[src/rtl/ripple_fifo_pkg.sv]
package ripple_fifo_pkg;
  localparam int unsigned DEF_DEPTH   = 16;
  localparam int unsigned DEF_WIDTH   = 4;
  localparam int unsigned SYNC_FLOPS  = 2;

  typedef enum logic {
    EDGE_RISE = 1'b0,
    EDGE_FALL = 1'b1
  } edge_kind_t;
endpackage

[src/rtl/rf_reset_sync.sv]
module rf_reset_sync #(
  parameter int unsigned FLOPS = ripple_fifo_pkg::SYNC_FLOPS
) (
  input  logic clk,
  input  logic rst_ni,
  output logic rst_no
);
  logic [FLOPS-1:0] sync_q;
  logic [FLOPS-1:0] sync_d;

  always_comb begin
    sync_d = {sync_q[FLOPS-2:0], 1'b1};
  end

  always_ff @(posedge clk or negedge rst_ni) begin
    if (!rst_ni) sync_q <= '0;
    else         sync_q <= sync_d;
  end

  assign rst_no = sync_q[FLOPS-1];
endmodule

[src/rtl/rf_strobe_edge.sv]
module rf_strobe_edge
  import ripple_fifo_pkg::*;
#(
  parameter edge_kind_t KIND       = EDGE_RISE,
  parameter logic       IDLE_LEVEL = 1'b0
) (
  input  logic clk,
  input  logic rst_ni,
  input  logic level_i,
  output logic pulse_o
);
  logic level_q;
  logic level_d;

  always_comb begin
    level_d = level_i;
  end

  always_ff @(posedge clk or negedge rst_ni) begin
    if (!rst_ni) level_q <= IDLE_LEVEL;
    else         level_q <= level_d;
  end

  generate
    if (KIND == EDGE_RISE) begin : g_rise
      assign pulse_o = level_i & ~level_q;
    end else begin : g_fall
      assign pulse_o = ~level_i & level_q;
    end
  endgenerate
endmodule

[src/rtl/rf_stage.sv]
module rf_stage #(
  parameter int unsigned WIDTH = ripple_fifo_pkg::DEF_WIDTH
) (
  input  logic             clk,
  input  logic             rst_ni,
  input  logic             fill_i,
  input  logic             vacate_i,
  input  logic [WIDTH-1:0] data_i,
  output logic             valid_o,
  output logic [WIDTH-1:0] data_o
);
  logic             valid_q;
  logic             valid_d;
  logic [WIDTH-1:0] data_q;

  always_comb begin
    valid_d = (valid_q & ~vacate_i) | fill_i;
  end

  // marker: cleared by reset
  always_ff @(posedge clk or negedge rst_ni) begin
    if (!rst_ni) valid_q <= 1'b0;
    else         valid_q <= valid_d;
  end

  // payload: no reset, explicit clock enable
  always_ff @(posedge clk) begin
    if (fill_i) data_q <= data_i;
  end

  assign valid_o = valid_q;
  assign data_o  = data_q;


  stage_no_overwrite_chk: assert property (@(posedge clk) disable iff (!rst_ni)
    fill_i |-> (!valid_q || vacate_i));


  stage_vacate_valid_chk: assert property (@(posedge clk) disable iff (!rst_ni)
    vacate_i |-> valid_q);
endmodule

[src/rtl/ripple_fifo.sv]
module ripple_fifo
  import ripple_fifo_pkg::*;
#(
  parameter int unsigned DEPTH = DEF_DEPTH,
  parameter int unsigned WIDTH = DEF_WIDTH
) (
  input  logic             clk,
  input  logic             rst_n,
  input  logic             shift_in,
  input  logic [WIDTH-1:0] din,
  output logic             in_ready,
  input  logic             shift_out,
  input  logic             out_disable,
  output logic             out_ready,
  output logic [WIDTH-1:0] dout,
  output logic             dout_drive
);
  localparam int unsigned LAST = DEPTH - 1;

  logic             rst_s;
  logic             si_pulse;
  logic             so_pulse;
  logic             load;
  logic             unload;
  logic [DEPTH-1:0] mark;
  logic [DEPTH-1:0] fill;
  logic [DEPTH-1:0] vacate;
  logic [WIDTH-1:0] word [DEPTH];
  logic [WIDTH-1:0] src  [DEPTH];

  rf_reset_sync #(.FLOPS(SYNC_FLOPS)) u_rst (
    .clk    (clk),
    .rst_ni (rst_n),
    .rst_no (rst_s)
  );

  rf_strobe_edge #(.KIND(EDGE_RISE), .IDLE_LEVEL(1'b0)) u_si_edge (
    .clk     (clk),
    .rst_ni  (rst_s),
    .level_i (shift_in),
    .pulse_o (si_pulse)
  );

  rf_strobe_edge #(.KIND(EDGE_FALL), .IDLE_LEVEL(1'b0)) u_so_edge (
    .clk     (clk),
    .rst_ni  (rst_s),
    .level_i (shift_out),
    .pulse_o (so_pulse)
  );

  always_comb begin
    load   = rst_s & si_pulse & ~mark[0];
    unload = so_pulse & mark[LAST] & ~out_disable;
  end

  generate
    for (genvar i = 0; i < DEPTH; i++) begin : g_stage
      if (i == 0) begin : g_head
        assign fill[i] = load;
        assign src[i]  = din;
      end else begin : g_body
        assign fill[i] = vacate[i-1];
        assign src[i]  = word[i-1];
      end

      if (i == LAST) begin : g_tail
        assign vacate[i] = unload;
      end else begin : g_move
        assign vacate[i] = mark[i] & ~mark[i+1];


        advance_chk: assert property (@(posedge clk) disable iff (!rst_s)
          (mark[i] && !mark[i+1]) |=> mark[i+1]);


        hold_blocked_chk: assert property (@(posedge clk) disable iff (!rst_s)
          (mark[i] && mark[i+1]) |=> mark[i]);
      end

      rf_stage #(.WIDTH(WIDTH)) u_stage (
        .clk      (clk),
        .rst_ni   (rst_s),
        .fill_i   (fill[i]),
        .vacate_i (vacate[i]),
        .data_i   (src[i]),
        .valid_o  (mark[i]),
        .data_o   (word[i])
      );
    end
  endgenerate

  assign in_ready   = ~mark[0];
  assign out_ready  = mark[LAST];
  assign dout_drive = ~out_disable;
  assign dout       = out_disable ? '0 : word[LAST];


  accept_chk: assert property (@(posedge clk) disable iff (!rst_s)
    (si_pulse && in_ready) |=> !in_ready);


  reject_chk: assert property (@(posedge clk) disable iff (!rst_s)
    (si_pulse && mark[0] && mark[1]) |=> $stable(word[0]));


  pop_chk: assert property (@(posedge clk) disable iff (!rst_s)
    (so_pulse && out_ready && !out_disable) |=> !out_ready);


  inhibit_chk: assert property (@(posedge clk) disable iff (!rst_s)
    (out_disable && out_ready) |=> out_ready);


  head_stable_chk: assert property (@(posedge clk) disable iff (!rst_s)
    (out_ready && !(so_pulse && !out_disable)) |=> (out_ready && $stable(word[LAST])));


  empty_chk: assert property (@(posedge clk) disable iff (!rst_s)
    (!out_ready && !mark[LAST-1]) |=> !out_ready);
endmodule

[config.mk]
export PLATFORM = sky130hd
export DESIGN_NAME = ripple_fifo
export DESIGN_NICKNAME = d
export VERILOG_FILES = /design/src/rtl/ripple_fifo_pkg.sv /design/src/rtl/rf_reset_sync.sv /design/src/rtl/rf_strobe_edge.sv /design/src/rtl/rf_stage.sv /design/src/rtl/ripple_fifo.sv
export SDC_FILE = /design/constraint.sdc
export NUM_CORES = 1
export LEC_CHECK = 0
export ABC_AREA = 1
export ABC_CLOCK_PERIOD_IN_PS = 1550
export BUFFER_PORTS_ARGS = -buffer_cell sky130_fd_sc_hd__buf_2
export CORE_ASPECT_RATIO = 0.8
export CORE_UTILIZATION = 40
export CTS_CLUSTER_SIZE = 24
export DETAILED_ROUTE_END_ITERATION = 16
export SKIP_CTS_REPAIR_TIMING = 1
export SYNTH_ARGS = -nofsm -noshare
export SYNTH_HDL_FRONTEND = slang
export SYNTH_SLANG_ARGS = --single-unit
[constraint.sdc]
create_clock -name clk -period 1.55 [get_ports clk]
set_input_delay 0.2325 -clock clk [delete_from_list [all_inputs] [get_ports clk]]
set_output_delay 0.2325 -clock clk [all_outputs]
set_load 0.1 [all_outputs]
==> out/metrics.cfg <==
[outcome]
outcome=complete, no violations

[global_route]
first_global_vias=1217
grt_usage_pct=11.3
grt_first_pass_wirelength_um=5730
antenna_found_initial=0
gr-total-overflow=0
grt_max_degree=19

[synth]
synth_top_area_share_pct=70.2
ys_warn_count=0
synth_ff_type=edfxtp_1
ys_ff_latch=84
synth_commonest_cells=edfxtp_1, inv_1, dfrtp_1
synth_edf_count=64
synth_area_sq_um=2740
syn_inst=162
synth_fp_nets=171
synth_cell_type_count=10
yosysMostFrequentCell=edfxtp_1
synth_area_per_cell_sq_um=16.9
yosys.area.top_type=edfxtp_1
synthArstFlopShare_pct=23.8
seq_area_frac_synth_pct=88.4
synth_area_leaders=edfxtp_1, dfrtp_1, inv_1

[final_layout]
layout-drive-gt1-share_pct=18.8
antenna_cells=0
syn2layout_area_growth_pct=15.5
final_net_count=201

[clock_tree]
cts_root_buffer=clkbuf_8
clock_sinks=84
cts_tree=yes
clock_latency_ns=0.35
cts_max_level=3
cts_made_buffers=9
cts_max_path_buffers=2
clk_pin_slew_ns=0.08

[timing]
hold_viol=0
slew_violations=0
finalSetupTns_ns=0
fin_skew_ns=0.00894
post-route-period-util_pct=92.4
fmax_mhz=698
setup_violations=0
grt_setup_unrepaired=no
holdWs_ns=0.0602
fin_crit_ns=1.43

[critical_path]
path_buf_inv=2
slowest_stage=buf_2
crit_required_ns=1.32
reg2reg_from=g_stage[0].u_stage.valid_o
cp.arrival_ns=1.20
reg2reg_slack_ns=0.41
critPathLaunchType=flop
slowest_delay_ns=0.42
ff2ff_path_depth=3
r2r-end=g_stage[0].u_stage.data_o[1]
end_kind=output pin
timing_worst_setup_path_type=flop to output pin
crit_fanout=1
path_cells=inv_1, nor2_2, buf_2
path_delay_family=buffers and inverters

[power_and_ir_drop]
powerDensity_nw_per_um2=1840
leakage_uw=0.00129
irDropWorstVdd_mv=0.775

[route]
dr.pass1.iters=4
finalWirelength_um=3230
vias_per_cell=4.23
drtIter0Drc=52
routedWlPerCell_um=11.5
drcViolationCount=0
antenna_left=0
via_count=1189

[floorplan]
rows=26
die-area_sq_um=7180
io_pins=16
die_y_um=76.0
start_util_pct=42.1
coreArea_sq_um=6510
die_x_um=94.5

[placed_design]
port_buffers=15
dp_hpwl_um=2230
gp_congestion=0.667

[worst_hold_path]
worst_hold_path.endpoint=g_stage[0].u_stage.data_o[3]
holdPathStages=1
hp-start=din[3]
hp-class=primary input to flop

[flow_run]
drv_cap=0

[stage by stage]
| stage | cell area [sq um] | power (uW) | setup slack (ns) | util, % | cells |
|---|---|---|---|---|---|
| finish | 3160 | 5810 | 0.118 | 48.6 | 281 |
| global route | 3160 | 6190 | 0.0213 | 48.6 | 281 |
| CTS | 3130 | 5900 | 0.0272 | 48.1 | 278 |
| detailed placement | 2940 | 4410 | 0.396 | 45.2 | 262 |
| global placement | 2940 | 4360 | 0.415 | 45.2 | 262 |
| floorplan | 2750 | 4140 | 0.0128 | - | 162 |
[metal layers]
metal	wire length [um]	track usage (%)	share of wire [%]	up-vias
li1	-	-	-	602
met1	1620	15.4	50	557
met2	1370	15.0	42	22
met3	181	6.59	5.6	8
met4	51	4.09	1.6	0
met5	0	0	0	-
[area by class of cell]
type,instances,area (sq um)
fillers,556,3340
flip-flops and latches,84,2420
multi-input cells,44,199
inverters,34,131
clock buffers,10,128
repair buffers,19,115
well taps,84,105
clock inverters,6,63.8
[worst max path at each step]
stage                             startpoint                            to  cells past startpoint
6_report       g_stage[15].u_stage.data_o[0]                       dout[0]                      3
3_5_place_dp      g_stage[0].u_stage.valid_o  g_stage[0].u_stage.data_o[0]                      3
5_1_grt        g_stage[15].u_stage.data_o[0]                       dout[0]                      3
4_1_cts           g_stage[0].u_stage.valid_o                      in_ready                      2
2_1_floorplan     g_stage[0].u_stage.valid_o  g_stage[1].u_stage.data_o[0]                      2
3_3_place_gp                     out_disable                       dout[0]                      3
[logic make-up (layout without fill, tap and decap cells)]
kind of cell    after synthesis  count (layout)  share of synthesized area [%]
flops                        84              84                           88.4
buf+inv                      34              69                           4.66
simple gates                 29              29                           4.07
compound gates               14              14                           2.70
other cells                   1               1                          0.137
[sequential cells by signal, indices dropped and copies added, names as in the netlist]
name and cells:
g_stage.u_stage.data_o 64, g_stage.u_stage.valid_o 16, u_rst.sync_q 2, u_si_edge.level_q 1
u_so_edge.level_q 1
[power breakdown]
part	switching, uW	internal (uW)
clock	721	744
combinational	708	171
sequential	210	3260
[placed cells by master (no fill, tap or decap), types with 2 or more instances in the layout]
master / netlist / final
buf_2: 0 / 14
clkbuf_8: 0 / 9
clkinvlp_4: 0 / 2
dfrtp_1: 20 / 20
dlygate4sd3_1: 0 / 3
edfxtp_1: 64 / 64
inv_1: 34 / 33
nand2_1: 19 / 19
nor2_1: 9 / 5
nor2_2: 1 / 5
o21ai_0: 12 / 12
(Power assumes the default switching activity.)
